==> src/rtl/rtr_pkg.sv <==
// Shared field layout and edge codes for the request router lane.
// Assumes a 32-bit register bus and the bit positions given in the brief.
package rtr_pkg;
    typedef enum logic [1:0] {
        EDGE_NONE = 2'd0,
        EDGE_RISE = 2'd1,
        EDGE_FALL = 2'd2,
        EDGE_ANY  = 2'd3
    } edge_kind_t;

    typedef struct packed {
        logic [4:0] sync_sel;
        logic [4:0] burst_m1;
        edge_kind_t edge_kind;
        logic       gate_en;
        logic       pulse_en;
        logic       ovr_irq_en;
        logic [7:0] req_sel;
    } lane_cfg_t;

    localparam int F_REQ_LO   = 0;
    localparam int F_IRQ_EN   = 8;
    localparam int F_PULSE_EN = 9;
    localparam int F_GATE_EN  = 16;
    localparam int F_EDGE_LO  = 17;
    localparam int F_BURST_LO = 19;
    localparam int F_SYNC_LO  = 24;
endpackage

==> src/rtl/rtr_cfg_regs.sv <==
// Register file of one lane: control word, sticky overrun flag and its
// write-one-to-clear port. Assumes single-cycle writes and combinational reads.
module rtr_cfg_regs
    import rtr_pkg::*;
#(
    parameter int CHAN_IDX = 1,
    parameter int ADDR_W   = 12
) (
    input  logic              clk,
    input  logic              rst_n,
    input  logic              bus_sel,
    input  logic              bus_we,
    input  logic [ADDR_W-1:0] bus_addr,
    input  logic [31:0]       bus_wdata,
    output logic [31:0]       bus_rdata,
    input  logic              ovr_set,
    output lane_cfg_t         cfg_o,
    output logic              flag_o
);
    localparam logic [ADDR_W-1:0] CTRL_OFS = ADDR_W'(4 * (CHAN_IDX - 1));
    localparam logic [ADDR_W-1:0] STAT_OFS = ADDR_W'(12'h080);
    localparam logic [ADDR_W-1:0] CLR_OFS  = ADDR_W'(12'h084);
    localparam int               FLAG_BIT = CHAN_IDX - 1;

    logic wr_ctrl, wr_clr, clr_hit;
    logic [31:0] ctrl_word;

    assign wr_ctrl = bus_sel && bus_we && (bus_addr == CTRL_OFS);
    assign wr_clr  = bus_sel && bus_we && (bus_addr == CLR_OFS);
    assign clr_hit = wr_clr && bus_wdata[FLAG_BIT];

    // Capture the control word on a write to its offset.
    always_ff @(posedge clk) begin
        if (!rst_n) begin
            cfg_o <= '0;
        end else if (wr_ctrl) begin
            cfg_o.req_sel    <= bus_wdata[F_REQ_LO +: 8];
            cfg_o.ovr_irq_en <= bus_wdata[F_IRQ_EN];
            cfg_o.pulse_en   <= bus_wdata[F_PULSE_EN];
            cfg_o.gate_en    <= bus_wdata[F_GATE_EN];
            cfg_o.edge_kind  <= edge_kind_t'(bus_wdata[F_EDGE_LO +: 2]);
            cfg_o.burst_m1   <= bus_wdata[F_BURST_LO +: 5];
            cfg_o.sync_sel   <= bus_wdata[F_SYNC_LO +: 5];
        end
    end

    // Sticky overrun flag; a new overrun beats a simultaneous clear.
    always_ff @(posedge clk) begin
        if (!rst_n) flag_o <= 1'b0;
        else        flag_o <= ovr_set || (flag_o && !clr_hit);
    end

    // Rebuild the control word image for reads.
    always_comb begin
        ctrl_word = '0;
        ctrl_word[F_REQ_LO +: 8]   = cfg_o.req_sel;
        ctrl_word[F_IRQ_EN]        = cfg_o.ovr_irq_en;
        ctrl_word[F_PULSE_EN]      = cfg_o.pulse_en;
        ctrl_word[F_GATE_EN]       = cfg_o.gate_en;
        ctrl_word[F_EDGE_LO +: 2]  = cfg_o.edge_kind;
        ctrl_word[F_BURST_LO +: 5] = cfg_o.burst_m1;
        ctrl_word[F_SYNC_LO +: 5]  = cfg_o.sync_sel;
    end

    // Read multiplexer by address.
    always_comb begin
        bus_rdata = '0;
        if (bus_addr == CTRL_OFS)      bus_rdata = ctrl_word;
        else if (bus_addr == STAT_OFS) bus_rdata[FLAG_BIT] = flag_o;
    end

    p_ovr_sets_flag_r6: assert property (@(posedge clk) disable iff (!rst_n)
        ovr_set |=> flag_o);
    p_clear_drops_flag_r7: assert property (@(posedge clk) disable iff (!rst_n)
        (clr_hit && !ovr_set) |=> !flag_o);
endmodule

==> src/rtl/rtr_sync_edge.sv <==
// Picks one sync line and reports a qualifying edge of the programmed kind.
// Assumes the sync lines are already in the lane's clock domain.
module rtr_sync_edge
    import rtr_pkg::*;
#(
    parameter int NUM_SYNC = 32
) (
    input  logic                clk,
    input  logic                rst_n,
    input  logic [NUM_SYNC-1:0] sync_in,
    input  logic [4:0]          sync_sel,
    input  edge_kind_t          edge_kind,
    output logic                hit_o
);
    logic [NUM_SYNC-1:0] sync_q;
    logic cur, old;

    // Keep last cycle's sample of every sync line.
    always_ff @(posedge clk) begin
        if (!rst_n) sync_q <= '0;
        else        sync_q <= sync_in;
    end

    // Select the line; an out-of-range select sees a constant low.
    always_comb begin
        cur = 1'b0;
        old = 1'b0;
        if (32'(sync_sel) < NUM_SYNC) begin
            cur = sync_in[sync_sel];
            old = sync_q[sync_sel];
        end
    end

    // Qualify the edge by its kind.
    always_comb begin
        unique case (edge_kind)
            EDGE_RISE: hit_o = cur && !old;
            EDGE_FALL: hit_o = !cur && old;
            EDGE_ANY:  hit_o = cur != old;
            default:   hit_o = 1'b0;
        endcase
    end

    p_no_hit_when_none_r3: assert property (@(posedge clk) disable iff (!rst_n)
        (edge_kind == EDGE_NONE) |-> !hit_o);
endmodule

==> src/rtl/rtr_burst_gate.sv <==
// Selects one request line and forwards it, either freely or in counted
// batches opened by a sync hit. Flags hits that land inside an open batch.
// Assumes each high cycle of the selected line is one request.
module rtr_burst_gate
    import rtr_pkg::*;
#(
    parameter int NUM_REQ = 256
) (
    input  logic               clk,
    input  logic               rst_n,
    input  logic [NUM_REQ-1:0] req_in,
    input  lane_cfg_t          cfg,
    input  logic               sync_hit,
    output logic               dma_req_o,
    output logic               evt_o,
    output logic               ovr_o
);
    localparam int CNT_W = 6;

    logic [CNT_W-1:0] left;
    logic sel_req, open, fwd, last;

    // Pick the request line; an out-of-range select sees a constant low.
    always_comb begin
        sel_req = 1'b0;
        if (32'(cfg.req_sel) < NUM_REQ) sel_req = req_in[cfg.req_sel];
    end

    assign open  = left != '0;
    assign fwd   = sel_req && open;
    assign last  = fwd && (left == CNT_W'(1));
    assign ovr_o = cfg.gate_en && sync_hit && open;

    // Output register and batch counter.
    always_ff @(posedge clk) begin
        if (!rst_n) begin
            left      <= '0;
            dma_req_o <= 1'b0;
            evt_o     <= 1'b0;
        end else if (!cfg.gate_en) begin
            left      <= '0;
            dma_req_o <= sel_req;
            evt_o     <= 1'b0;
        end else begin
            dma_req_o <= fwd;
            evt_o     <= last && cfg.pulse_en;
            if (sync_hit && !open) left <= CNT_W'(cfg.burst_m1) + CNT_W'(1);
            else if (fwd)          left <= left - CNT_W'(1);
        end
    end

    p_closed_blocks_r3: assert property (@(posedge clk) disable iff (!rst_n)
        (cfg.gate_en && !open) |=> !dma_req_o);
    p_load_length_r4: assert property (@(posedge clk) disable iff (!rst_n)
        (cfg.gate_en && sync_hit && !open) |=> (left == CNT_W'($past(cfg.burst_m1)) + CNT_W'(1)));
    p_pulse_with_req_r5: assert property (@(posedge clk) disable iff (!rst_n)
        evt_o |-> dma_req_o);
endmodule

==> src/rtl/rtr_chan.sv <==
// One output lane of a DMA request router: register file, sync edge
// qualifier and batch gate. Assumes one clock and a synchronous active-low reset.
module rtr_chan
    import rtr_pkg::*;
#(
    parameter int CHAN_IDX = 1,
    parameter int ADDR_W   = 12,
    parameter int NUM_REQ  = 256,
    parameter int NUM_SYNC = 32
) (
    input  logic                clk,
    input  logic                rst_n,
    input  logic                bus_sel,
    input  logic                bus_we,
    input  logic [ADDR_W-1:0]   bus_addr,
    input  logic [31:0]         bus_wdata,
    output logic [31:0]         bus_rdata,
    input  logic [NUM_REQ-1:0]  req_in,
    input  logic [NUM_SYNC-1:0] sync_in,
    output logic                dma_req_o,
    output logic                evt_o,
    output logic                irq_o
);
    lane_cfg_t cfg;
    logic flag, hit, ovr;

    rtr_cfg_regs #(.CHAN_IDX(CHAN_IDX), .ADDR_W(ADDR_W)) u_regs (
        .clk(clk), .rst_n(rst_n), .bus_sel(bus_sel), .bus_we(bus_we),
        .bus_addr(bus_addr), .bus_wdata(bus_wdata), .bus_rdata(bus_rdata),
        .ovr_set(ovr), .cfg_o(cfg), .flag_o(flag));

    rtr_sync_edge #(.NUM_SYNC(NUM_SYNC)) u_edge (
        .clk(clk), .rst_n(rst_n), .sync_in(sync_in), .sync_sel(cfg.sync_sel),
        .edge_kind(cfg.edge_kind), .hit_o(hit));

    rtr_burst_gate #(.NUM_REQ(NUM_REQ)) u_gate (
        .clk(clk), .rst_n(rst_n), .req_in(req_in), .cfg(cfg), .sync_hit(hit),
        .dma_req_o(dma_req_o), .evt_o(evt_o), .ovr_o(ovr));

    // Interrupt needs both the flag and its enable.
    assign irq_o = flag && cfg.ovr_irq_en;

    p_irq_follows_flag_r8: assert property (@(posedge clk) disable iff (!rst_n)
        (ovr && cfg.ovr_irq_en && !(bus_sel && bus_we)) |=> irq_o);
endmodule

==> config.mk <==
export PLATFORM = sky130hd
export DESIGN_NAME = rtr_chan
export DESIGN_NICKNAME = d
export VERILOG_FILES = /design/src/rtl/rtr_pkg.sv /design/src/rtl/rtr_cfg_regs.sv /design/src/rtl/rtr_sync_edge.sv /design/src/rtl/rtr_burst_gate.sv /design/src/rtl/rtr_chan.sv
export SDC_FILE = /design/constraint.sdc
export NUM_CORES = 1
export LEC_CHECK = 0
export BUFFER_PORTS_ARGS = -buffer_cell sky130_fd_sc_hd__clkbuf_2
export CAP_MARGIN = 20
export CORE_AREA = 2 2 145 147
export CTS_BUF_LIST = sky130_fd_sc_hd__clkbuf_8
export DETAILED_ROUTE_END_ITERATION = 8
export DIE_AREA = 0 0 147 149
export PLACE_DENSITY_LB_ADDON = 0.1
export REMOVE_ABC_BUFFERS = 1
export SLEW_MARGIN = 20
export SYNTH_ARGS = -nofsm -noshare
export SYNTH_HDL_FRONTEND = slang
export SYNTH_SLANG_ARGS = --single-unit
==> constraint.sdc <==
create_clock -name clk -period 9.1 [get_ports clk]
set_input_delay 1.365 -clock clk [delete_from_list [all_inputs] [get_ports clk]]
set_output_delay 1.365 -clock clk [all_outputs]
set_load 0.05 [all_outputs]
# [Word-level counts from Yosys, hierarchy flattened]
# Cells that the tools add are included.
[totals] output_inout_bits=35 register_bits=64 word_cells=59 input_bits=336
[classes] muxes=13 magnitude_cmp=2 n_eq_ne=7 reduce_logical=23 addsub=2
[op_table] operator="$mux W28" n=1
[op_table] operator="$eq A12 B8 Y1 const B" n=2
[op_table] operator="$logic_and A1 B1 Y1" n=14
[op_table] operator="$logic_not A12 Y1" n=1
[op_table] operator="$mux W6" n=2
[op_table] operator="$bmux W1 S5" n=2
[op_table] operator="$lt A8 B9 Y1 const B" n=1
[op_table] operator="$bmux W1 S8" n=1
[op_table] operator="$add A5 B1 Y6 const B" n=1
[op_table] operator="$eq A6 B1 Y1 const B" n=1
[op_table] operator="$lt A5 B6 Y1 const B" n=1
[op_table] operator="$mux W1" n=6
[op_table] operator="$reduce_bool A6 Y1" n=1
[op_table] operator="$sub A6 B1 Y6 const B" n=1
[op_table] operator="$eq A2 B2 Y1 const B" n=2
[op_table] operator="$logic_not A1 Y1" n=4
[op_table] operator="$pmux W1 S3" n=1
[op_table] operator="$eq A2 B1 Y1 const B" n=1
[op_table] operator="$reduce_and A2 Y1" n=1
[op_table] operator="$reduce_bool A2 Y1" n=1
[op_table] operator="$logic_or A1 B1 Y1" n=1
[op_table] operator="$ne A1 B1 Y1" n=1

# [Longest topological paths before layout]
# Gate-level depths: netlist of the first run.
[depth] ltp_word=8 depth_mapped=15 mapped_depth_nobuf=13

# [By module]
# A second synthesis of the first run with hierarchy kept.
[hier_totals] cells_unflattened=538 area_unflattened_um2=5622.9
[by_module_without_submodules] mod="rtr_burst_gate" n_inst=1 seq_area_each_um2=160.2 area_per_inst_um2=2815.2 cells_per_inst=240
[by_module_without_submodules] mod="rtr_sync_edge" n_inst=1 seq_area_each_um2=640.6 area_per_inst_um2=1541.5 cells_per_inst=150
[by_module_without_submodules] mod="rtr_cfg_regs" n_inst=1 seq_area_each_um2=480.5 area_per_inst_um2=1260.0 cells_per_inst=147
[by_module_without_submodules] mod="rtr_chan" n_inst=1 seq_area_each_um2=0.0 area_per_inst_um2=6.3 cells_per_inst=1

# [Least setup slack after synthesis of the first run]
# OpenSTA, ideal clock, no wires.
[synth_path] path_type="input to output" from="input port bus_addr[4]" to="output port bus_rdata[2]" path_stages=3 path_slack_ns=4.449 n_path_buf=0 arrival_ns=3.286 t_required_ns=7.735 path_cell_list="nor4_1 > nand3_1 > nor4_1"
[synth_between] elab_chain_len=2
[synth_rtl] item="from (decl)" line_no="rtr_chan.sv:15" source="input logic [ADDR_W-1:0] bus_addr,"
[synth_rtl] item="$logic_not A12 Y1" line_no="rtr_cfg_regs.sv:68" source="if (bus_addr == CTRL_OFS) bus_rdata = ctrl_word;"
[synth_rtl] item="$mux W28" line_no="rtr_cfg_regs.sv:68"
[synth_rtl] item="to (decl)" line_no="rtr_chan.sv:17" source="output logic [31:0] bus_rdata,"
# No other way between the ends.

# [Worst setup path after layout of the first run]
[layout_path] from="input port bus_addr[4]" to="output port bus_rdata[4]"
# Same word-level chain as after synthesis.

==> impl_results.md, run 1 <==
* Setup Total Neg Slack at 0 ns
* Initial Util at 0.257
* Core area at 20600 um2
* Worst R2R Setup Slack at 5.32 ns
* R2R Path End: u_gate.left[5]
* WL final at 20000 um
* Grt met2 use at 0.324
* Post-synthesis register bit count at 64
* Worst Skew at between 0.008 and 0.009 ns
* Gpl congestion at about 0.86
* Critical Path End Type: output pin
* Clk slew on worst S/H paths at 0.08 ns
* Gr ovfl total at 0
* Top FF cell, synth: dfxtp_1
* Syn-to-layout area delta at 40.1%
* Setup Viol. Count Final at 0
* Crit Path Class: input pin to output pin
* Setup ws final at 4.16 ns
* Synth area leader: mux4_2
* Max Fclk at roughly 0.20 GHz
* HP Class: flip-flop to flip-flop
* Setup crit start kind: input pin
* Max transition margin at 0.351
* Vias post-DR at roughly 5500
* TritonCTS clock tree: built
* Share of flip-flops with an asynchronous set or reset at 0
* Avg Vias per Cell at a little under 5
* HP Start: u_regs.cfg_o[9]
* Placed insts at 1090
* Residual DRC count at 0
* Status: finished, final reports clean
* Required @ worst endpoint at 7.74 ns
* Port Buffers at 352
* Met1 Usage GRT at 0.217
* Max-cap violations at 0
* Syn Area/Cell at 10.6 um2
* Global-route wire length before repair at a little over 30000 um
* Final #Nets at 1167
* Largest net degree at the start of global routing at 71
* DP Worst Slack at 4.08 ns
* Top cells by area, synth: mux4_2 (35%), dfxtp_1 (24%), and2_1 (6.8%), nand2_1 (5.0%), a21boi_0 (3.7%)
* Lkg Pwr at ~3.2 nW
* Hold path depth at 2
* # IOs at 371
* Drt first-iter violations at approximately 260
* Peak VDD IR at between 0.00006 and 0.00007 V
* CTS Hold Bufs at 0
* Reg2Reg Depth at 12
* Layer with the highest usage: met2
* Post-CTS setup repair buffer count at 0
* Longest Clk Path Bufs at 2
* RSZ-0062 raised after global routing: false
* Post-synth top area share at 0.345
* FF-to-FF Start: u_regs.cfg_o[19]
* Share of post-route cells with drive strength above 1 at 0.561
* Sequential fraction of the synthesis area at 0.243
* Worst-path fanout max at 15
* DR WL/cell at 18.1 um
* WP data arrival at 3.58 ns
* Post-synth EDFFs at 0
* Routed Antenna Nets at 0
* Filler instances at 2160
* Slew Limit Fails at 0
* Antenna violations before repair at 1
* Met3 usage at 0.0422
* Syn Inst Count at 499
* Post-DP HPWL at 16500 um
* Worst-skew pair later-pin latency at 0.35 ns
* Clock root cell: clkbuf_8
* Design Area, Final at 7400 um2
* Pwr Total at between 0.6 and 0.7 mW
* Non-filler cells, final at roughly 1100
* Rows at 53
* GRT Overall Usage at 0.179
* Htree depth at 3
* Vias in the first global route at 5880
* Clk sink count at 64
* Post-synthesis cell area at 5280 um2
* Chip Width at 147 um
* Hold Fails Final Rpt at 0
* Pwr per Cell Area at about 91 nW/um2
* Die Footprint at 21900 um2
* Synth Warn # at 0
* Die height at 149 um
* Final period utilization at 0.543
* Placement Cell Area at 7190 um2
* CTS Buf Count at 9
* Hold endpoint: u_gate.evt_o
* Unique cell type count in the Yosys netlist at 59
* Minimum clock period at 4.94 ns
* First-pass detailed-route iteration total at 5
* Slew of the pin with the lowest slew margin at a little under 1 ns
* # resized after CTS at 0
## stage by stage
stage	hold slack, ns	utilization
after global placement	0.463	0.350
final	0.453	0.360
after global routing	0.501	0.360
after CTS	0.464	0.360
after floorplan	0.423	-
after detailed placement	0.461	0.350
## registers in the layout, indices dropped and copies added (netlist names)
register          count
u_edge.sync_q        32
u_regs.cfg_o         23
u_gate.left           6
u_gate.dma_req_o      1
u_gate.evt_o          1
u_regs.flag_o         1
## where the power goes
group	switching, mW	internal, mW	leakage, nW
Clock	0.121	0.135	0.0989
Sequential	0.00167	0.287	0.526
Combinational	0.0488	0.0820	2.55
## cell families after synthesis
kind of cell	after synthesis	share of synthesized area
xor+xnor	3	0.00498
other cells	1	0.000710
flops	64	0.243
compound gates	79	0.114
mux	95	0.379
fa+ha+maj	5	0.0118
buf+inv	61	0.0630
simple gates	191	0.184
## worst max-delay path by stage
stage	depth (start not counted)	to	slack, ns	from
after floorplan	2	bus_rdata[0]	3.78	u_regs.cfg_o[0]
after global placement	7	bus_rdata[4]	4.14	bus_addr[0]
after detailed placement	7	bus_rdata[4]	4.08	bus_addr[4]
after CTS	7	bus_rdata[4]	4.07	bus_addr[4]
after global routing	7	bus_rdata[4]	3.91	bus_addr[4]
final	7	bus_rdata[4]	4.16	bus_addr[4]
## critical path, cell delays in order
cell and delay (ns):
clkbuf_2 0.08, nor4_1 0.29, nand3_1 0.27, nor3_2 0.76, buf_4 0.32, and2_1 0.19, clkbuf_2 0.30
## final cells by class
| type | instances | area, um2 | area share |
|---|---|---|---|
| Multi-Input combinational cell | 382 | 3710 | 0.501 |
| Timing Repair Buffer | 359 | 1810 | 0.245 |
| Sequential cell | 64 | 1290 | 0.174 |
| Tap cell | 275 | 344 | 0.0465 |
| Clock buffer | 10 | 138 | 0.0186 |
| Clock inverter | 6 | 67.6 | 0.00913 |
| Inverter | 10 | 37.5 | 0.00507 |
| Antenna cell | 1 | 2.50 | 0.000338 |
## synthesized netlist by cell type (all sizes together), types with 2 or more instances
cell and count:
mux4 83, nand2 70, nand4 4, a311oi 2, a31oi 4, mux2 2
nand3 14, inv 9, xor2 2, nor2b 5, a2111oi 2, nand2b 4
o31ai 2, o311ai 3, nand3b 2, mux2i 10, a21oi 5, or4 2
a21boi 26, a22oi 4, o221ai 4, nor2 16, dfxtp 64, nor4 6
nor3 6, o21ai 7, a221oi 3, o211ai 2, clkbuf 23, or3 2
o22ai 3, buf 28, and2 57, a41oi 3, ha 5, o31a 2
## metal layers
| layer | part of all wire | up-vias |
|---|---|---|
| li1 | - | 2555 |
| met1 | 0.41 | 2660 |
| met2 | 0.50 | 248 |
| met3 | 0.068 | 25 |
| met4 | 0.016 | 0 |
| met5 | 0 | - |
## placed cells by master, fill, tap and decap left out, drive strengths merged, types with 4 or more instances in the layout
cell	instances
clkbuf	362
mux4	83
nand2	70
dfxtp	64
and2	57
a21boi	26
nor2	16
nand3	14
mux2i	10
inv	10
conb	9
buf	7
o21ai	7
nor4	6
nor3	6
nor2b	5
a21oi	5
ha	5
nand2b	4
a22oi	4
nand4	4
a31oi	4
o221ai	4
No activity file was read; power rests on OpenSTA's default activity.
==> inputs of run 2 (changes only) <==
==> constraint.sdc (replaced) <==
create_clock -name clk -period 4.7 [get_ports clk]
set_input_delay 0.705 -clock clk [delete_from_list [all_inputs] [get_ports clk]]
set_output_delay 0.705 -clock clk [all_outputs]
set_load 0.05 [all_outputs]
==> run 2 against run 1 <==
  * Design area rose by 1.4%
  * Clock power rose by 130%
  * Wire length fell by 1.1%
  * Largest cell class unchanged
==> impl_results.md, run 2 (synthesis gave the netlist of run 1 again) <==
* WL final at 19800 um (-1.1%)
* Setup Viol. Count Final at 0 (unchanged)
* Syn-to-layout area delta at 42.0%
* Longest Clk Path Bufs at 2 (unchanged)
* Die height at 149 um (unchanged)
* Vias in the first global route at 5749 (-2.2%)
* FF-to-FF Start: u_regs.cfg_o[19]
* Final period utilization at 0.787
* Drt first-iter violations at 243 (-5.4%)
* Gr ovfl total at 0 (unchanged)
* Minimum clock period at 3.70 ns
* Setup crit start kind: flip-flop
* Pwr Total at 1.40 mW (+110%)
* Core area at 20600 um2 (unchanged)
* Global-route wire length before repair at 30000 um (-2.0%)
* Biggest register: u_edge.sync_q
* Max FFs per register at 32 (unchanged)
* Critical Path End Type: flip-flop
* Pwr per Cell Area at 187 nW/um2 (+100%)
* RSZ-0062 raised after global routing: false
* Fin util at 0.365 (+0.00487)
* DP Worst Slack at 0.972 ns (-3.10 ns)
* Htree depth at 3 (unchanged)
* Required @ worst endpoint at 4.98 ns (-2.76 ns)
* Lkg Pwr at 3.22 nW (+1.6%)
* Residual DRC count at 0 (unchanged)
* Avg Vias per Cell at 4.82 (-2.7%)
* Crit path launch: u_regs.cfg_o[19]
* Non-filler cells, final at 1110 (+0.27%)
* Largest net degree at the start of global routing at 60 (-15%)
* Clock root cell: clkbuf_8
* # resized after CTS at 0 (unchanged)
* DR WL/cell at 17.8 um (-1.3%)
* GRT Overall Usage at 0.176 (-0.00299)
* Antenna violations before repair at 0 (-1)
* HP Start: u_regs.cfg_o[9]
* Most frequent cells in the layout: clkbuf_2 (352), mux4_2 (81), nand2_1 (70)
* Vias post-DR at 5355 (-2.4%)
* CP max stage delay at 0.87 ns (+0.11 ns)
* Slew of the pin with the lowest slew margin at 0.957 ns (-0.0136 ns)
* Gpl congestion at 0.852 (-1.3%)
* Die Footprint at 21900 um2 (unchanged)
* Routed Antenna Nets at 0 (unchanged)
* Max-cap violations at 0 (unchanged)
* Crit-path slowest cell: dfxtp_1
* Placement Cell Area at 7250 um2 (+0.77%)
* Biggest regs: u_edge.sync_q (32), u_regs.cfg_o (23), u_gate.left (6)
* Max transition margin at 0.360 (+0.00910)
* # diodes at 0 (-1)
* Slew Limit Fails at 0 (unchanged)
* Final #Nets at 1171 (+0.34%)
* Port Buffers at 352 (unchanged)
* WP data arrival at 3.98 ns (+0.40 ns)
* Setup ws final at 1.00 ns (-3.16 ns)
* Worst Skew at 0.00394 ns (-0.00458 ns)
* Worst-path fanout max at 18 (+3)
* CP delay by family, top: multiplexers
* First-pass detailed-route iteration total at 4 (-1)
* TritonCTS clock tree: built
* Design Area, Final at 7500 um2 (+1.4%)
* Cell chain of the critical path: mux4_2 -> mux4_2 -> mux2i_1 -> inv_1 -> ha_1 -> mux2i_1 -> nand2_1 -> o21ai_0 -> nand2_1 -> o31a_1 -> a21boi_0 -> o21ai_1
* Clk slew on worst S/H paths at 0.07 ns (about the same)
* CTS Hold Bufs at 0 (unchanged)
* Peak VDD IR at 0.000164 V (+150%)
* Status: finished, final reports clean
* CTS Buf Count at 9 (unchanged)
* Hold Fails Final Rpt at 0 (unchanged)
* Commonest non-fill, non-tap cell in the layout: clkbuf_2
* Share of post-route cells with drive strength above 1 at 0.563 (+0.00210)
* Crit path buf inv count at 1 (-2)
* Initial Util at 0.257 (unchanged)
* Rows at 53 (unchanged)
* Clk sink count at 64 (unchanged)
* Chip Width at 147 um (unchanged)
* # IOs at 371 (unchanged)
* Post-DP HPWL at 16500 um (+0.36%)
* Worst-skew pair later-pin latency at 0.34 ns (about the same)
* Crit Path Class: flip-flop to flip-flop
* Placed insts at 1094 (+0.37%)
* Max Fclk at 0.270 GHz
* HP Class: flip-flop to flip-flop
* Post-CTS setup repair buffer count at 0 (unchanged)
==> run 2: changes by cell type in the layout (fill, tap and decap cells not counted) <==
cell and change:
buf_12 +2, buf_4 +2, diode_2 -1, bufinv_16 +2
clkinvlp_4 -1, clkinv_2 -1
==> run 2: area by class of cell <==
class | count | area (um2)
sequential | 64 | 1290
fill | 2108 | 13100
clock inverter | 6 | 115
clock buffer | 10 | 138
timing repair buffer | 363 | 1870
multi-input combinational | 382 | 3710
tap | 275 | 344
inverter | 10 | 37.5
==> run 2: path summary, 6_finish.rpt <==
path	to	slack, ns	cells past startpoint
max	u_gate.left[5]	1.00	12
min reg2reg	u_gate.evt_o	0.46	2
min	u_gate.evt_o	0.46	2
max reg2reg	u_gate.left[5]	1.00	12
==> run 2: per-layer routing <==
| metal | global-route usage | routed length, um | share of wire |
|---|---|---|---|
| met2 | 0.325 | 10000 | 0.51 |
| met4 | 0.0370 | 248 | 0.013 |
| met1 | 0.208 | 8210 | 0.41 |
| met5 | 0 | 0 | 0 |
| met3 | 0.0407 | 1340 | 0.068 |
==> run 2: where the power goes <==
| group | switching (mW) | internal, mW | total [mW] |
|---|---|---|---|
| Clock | 0.221 | 0.369 | 0.591 |
| Combinational | 0.0939 | 0.159 | 0.253 |
| Sequential | 0.00329 | 0.556 | 0.560 |
| Total | 0.319 | 1.08 | 1.40 |
==> run 2: worst reg2reg max path, cell delays in order, from the launching register on <==
cell and delay (ns):
dfxtp_1 0.87, mux4_2 0.43, mux4_2 0.49, mux2i_1 0.24, inv_1 0.08, ha_1 0.27
mux2i_1 0.13, nand2_1 0.06, o21ai_0 0.18, nand2_1 0.29, o31a_1 0.35, a21boi_0 0.13
o21ai_1 0.12
==> run 2: per-stage QoR <==
stage,TNS [ns],hold WS (ns)
6_report,0,0.464
5_1_grt,0,0.501
4_1_cts,0,0.473
3_5_place_dp,0,0.459
3_3_place_gp,0,0.459
2_1_floorplan,-0.999,0.423
==> inputs of run 3 (changes only) <==
--- a/config.mk
+++ b/config.mk
@@ -5,6 +5,7 @@
 export SDC_FILE = /design/constraint.sdc
 export NUM_CORES = 1
 export LEC_CHECK = 0
+export ABC_AREA = 1
 export BUFFER_PORTS_ARGS = -buffer_cell sky130_fd_sc_hd__clkbuf_2
 export CAP_MARGIN = 20
 export CORE_AREA = 2 2 145 147
==> constraint.sdc (replaced) <==
create_clock -name clk -period 3.57 [get_ports clk]
set_input_delay 0.5355 -clock clk [delete_from_list [all_inputs] [get_ports clk]]
set_output_delay 0.5355 -clock clk [all_outputs]
set_load 0.05 [all_outputs]
==> run 3 against run 2 <==
  * Sequential share of layout area fell by 0.59 points
  * Maximum frequency rose by 17%
  * First-iteration DRC count rose by 71%
  * Utilization rose by 1.3 points
  * Power rose by 24%
  * Count of clock-buffer cells in the layout rose by 1
  * Synthesized cell count rose by 100%
  * Combinational power rose by 35%
  * Design area rose by 3.6%
  * Flip-flop and latch count did not move
  * Clock power rose by 11%
==> impl_results.md, run 3 <==
* Setup ws final at 0.416 ns (-0.584 ns)
* Synth area leader: nand3_1
* DR WL/cell at 16.1 um (-9.6%)
* Placement Cell Area at 7560 um2 (+4.3%)
* Filler instances at 2400 (+14%)
* Unique cell type count in the Yosys netlist at 31 (-47%)
* DP Worst Slack at 0.484 ns (-0.488 ns)
* Most frequent cells in the layout: clkbuf_2 (352), nand2_1 (332), nand3_1 (258)
* Non-filler cells, final at 1608 (+45%)
* Max FFs per register at 32 (unchanged)
* Avg Vias per Cell at 4.84 (+0.30%)
* Setup crit start kind: flip-flop
* Share of flip-flops with an asynchronous set or reset at 0 (unchanged)
* # resized after CTS at 0 (unchanged)
* Count leader, synth: nand2_1
* Core area at 20600 um2 (unchanged)
* Peak VDD IR at 0.000229 V (+40%)
* Top FF cell, synth: dfxtp_1
* Final period utilization at 0.883 (+0.0963)
* Share of post-route cells with drive strength above 1 at 0.299 (-0.264)
* Vias in the first global route at 7443 (+29%)
* Max transition margin at 0.400 (+0.0400)
* Drt first-iter violations at 415 (+71%)
* Critical Path End Type: flip-flop
* Crit path launch: u_regs.cfg_o[19]
* Crit-path slowest cell: dfxtp_1
* Post-synthesis register bit count at 64 (unchanged)
* HP Class: input pin to flip-flop
* Cell chain of the critical path: o21ai_0 -> o22ai_1 -> o21ai_0 -> o21ai_0 -> nand2_1 -> o21ai_0 -> inv_1 -> ha_1 -> or2_2 -> a32oi_1 -> nor2_1 -> inv_1 -> nand2_1 -> o21ai_0 -> nand2_1 -> nand2_1 -> nor2_1
* Die height at 149 um (unchanged)
* Top cells by area, synth: nand3_1 (23%), dfxtp_1 (23%), nand2_1 (22%), o21ai_0 (6.0%), nor2_1 (4.6%)
* Routed Antenna Nets at 0 (unchanged)
* Lkg Pwr at 4.13 nW (+28%)
* R2R Path End: u_gate.left[1]
* Required @ worst endpoint at 3.82 ns (-1.16 ns)
* Clk sink count at 64 (unchanged)
* Post-synth EDFFs at 0 (unchanged)
* Worst R2R Setup Slack at 0.42 ns (-0.58 ns)
* Pwr per Cell Area at 224 nW/um2 (+19%)
* RSZ-0062 raised after global routing: false
* Placed insts at 1592 (+46%)
* Chip Width at 147 um (unchanged)
* Largest net degree at the start of global routing at 130 (+120%)
* Clock root cell: clkbuf_8
* Slew of the pin with the lowest slew margin at 0.894 ns (-0.0628 ns)
* Syn Area/Cell at 5.52 um2 (-48%)
* Commonest non-fill, non-tap cell in the layout: clkbuf_2
* Gr ovfl total at 0 (unchanged)
* Worst Hold Slack at 0.367 ns (-0.0966 ns)
* GRT Overall Usage at 0.232 (+0.0562)
* Biggest register: u_edge.sync_q
* Design Area, Final at 7760 um2 (+3.6%)
* Crit path buf inv count at 2 (+1)
* TritonCTS clock tree: built
* Clk slew on worst S/H paths at 0.07 ns (about the same)
* Slew Limit Fails at 0 (unchanged)
* CTS Hold Bufs at 0 (unchanged)
* Status: finished, final reports clean
* Biggest regs: u_edge.sync_q (32), u_regs.cfg_o (23), u_gate.left (6)
* Setup Total Neg Slack at 0 ns (unchanged)
* Sequential fraction of the synthesis area at 0.228 (-0.0143)
* Reg2Reg Depth at 17 (+5)
* Max-cap violations at 0 (unchanged)
* Initial Util at 0.273 (+0.0161)
* # IOs at 371 (unchanged)
* Global-route wire length before repair at 40000 um (+33%)
* Fin util at 0.378 (+0.0130)
* WL final at 25900 um (+31%)
* Final #Nets at 1669 (+43%)
* CP delay by family, top: compound AO/OA/AOI/OAI gates
* Crit Path Class: flip-flop to flip-flop
* Max Fclk at 0.317 GHz (+17%)
* Pwr Total at 1.74 mW (+24%)
* Minimum clock period at 3.15 ns (-0.546 ns)
* # diodes at 0 (unchanged)
* Rows at 53 (unchanged)
* Hold path depth at 3 (+1)
* FF-to-FF Start: u_regs.cfg_o[19]
* Die Footprint at 21900 um2 (unchanged)
* Antenna violations before repair at 0 (unchanged)
* Post-DP HPWL at 19400 um (+17%)
* Htree depth at 3 (unchanged)
* Longest Clk Path Bufs at 2 (unchanged)
* CP max stage delay at 0.70 ns (-0.17 ns)
* Setup Viol. Count Final at 0 (unchanged)
* Synth cell count leaders: nand2_1 (332), nand3_1 (258), nor2_1 (69)
* Residual DRC count at 0 (unchanged)
* Syn-to-layout area delta at 38.3%
* Worst-skew pair later-pin latency at 0.36 ns (+0.02 ns)
* WP data arrival at 3.40 ns (-0.58 ns)
* Hold endpoint: u_edge.sync_q[18]
* Hold Fails Final Rpt at 0 (unchanged)
* Most used cell, CP: o21ai_0
* Worst Skew at 0.0126 ns (+0.00870 ns)
* Post-synthesis cell area at 5610 um2 (+6.3%)
* HP Start: sync_in[18]
* First-pass detailed-route iteration total at 4 (unchanged)
* Worst-path fanout max at 17 (-1)
* Gpl congestion at 0.851 (about the same)
* Post-CTS setup repair buffer count at 0 (unchanged)
* Post-synth top area share at 0.230 (-0.115)
* Port Buffers at 352 (unchanged)
* CTS Buf Count at 9 (unchanged)
* Synth Warn # at 0 (unchanged)
* Syn Inst Count at 1016 (+100%)
* Vias post-DR at 7781 (+45%)
## run 3: how the worst max path moves through the flow
stage,end,slack (ns),cells past startpoint
after floorplan,u_gate.left[1],-1.56,15
after global routing,u_gate.left[1],0.08,17
after detailed placement,u_gate.left[1],0.48,17
after global placement,u_gate.left[1],0.47,17
after CTS,u_gate.left[1],0.44,17
final,u_gate.left[1],0.42,17
## run 3: power breakdown
| group | switching [mW] | leakage, nW | internal (mW) |
|---|---|---|---|
| clock | 0.299 | 0.107 | 0.359 |
| combinational | 0.161 | 3.50 | 0.180 |
| sequential | 0.00482 | 0.526 | 0.733 |
## run 3: area by class of cell
type / instances / area (um2) / share of cell area
clock buffers: 11 / 151 / 0.0195
clock inverters: 5 / 55.1 / 0.00709
inverters: 69 / 262 / 0.0337
multi-input cells: 808 / 3670 / 0.473
flip-flops and latches: 64 / 1290 / 0.166
well taps: 275 / 344 / 0.0443
repair buffers: 376 / 1990 / 0.257
## run 3: cells by family (layout without fill, tap and decap cells)
logic type               count (synthesis)  after routing  share of synthesized area
AND/OR/NAND/NOR                        674            674                      0.515
AO/OA/AOI/OAI                          114            114                      0.113
other                                    1              9                   0.000668
XOR/XNOR                                 6              6                    0.00936
buffers and inverters                  152            461                      0.122
flip-flops                              64             64                      0.228
adder cells (fa/ha/maj)                  5              5                     0.0111
## run 3: layer usage
metal | wire (um) | up-vias | global-route usage | part of all wire
met5 | 0 | - | 0 | 0
met4 | 643 | 0 | 0.0702 | 0.025
met3 | 1530 | 37 | 0.0462 | 0.059
met2 | 12300 | 288 | 0.405 | 0.47
met1 | 11500 | 3506 | 0.290 | 0.44
li1 | - | 3950 | - | -
## run 3: worst reg2reg max path: stages (launching register included)
cell,delay (ns)
dfxtp_1,0.70
o21ai_0,0.18
o22ai_1,0.17
o21ai_0,0.08
o21ai_0,0.26
nand2_1,0.09
o21ai_0,0.14
inv_1,0.08
ha_1,0.17
or2_2,0.26
a32oi_1,0.27
nor2_1,0.10
inv_1,0.21
nand2_1,0.07
o21ai_0,0.08
nand2_1,0.07
nand2_1,0.05
nor2_1,0.03
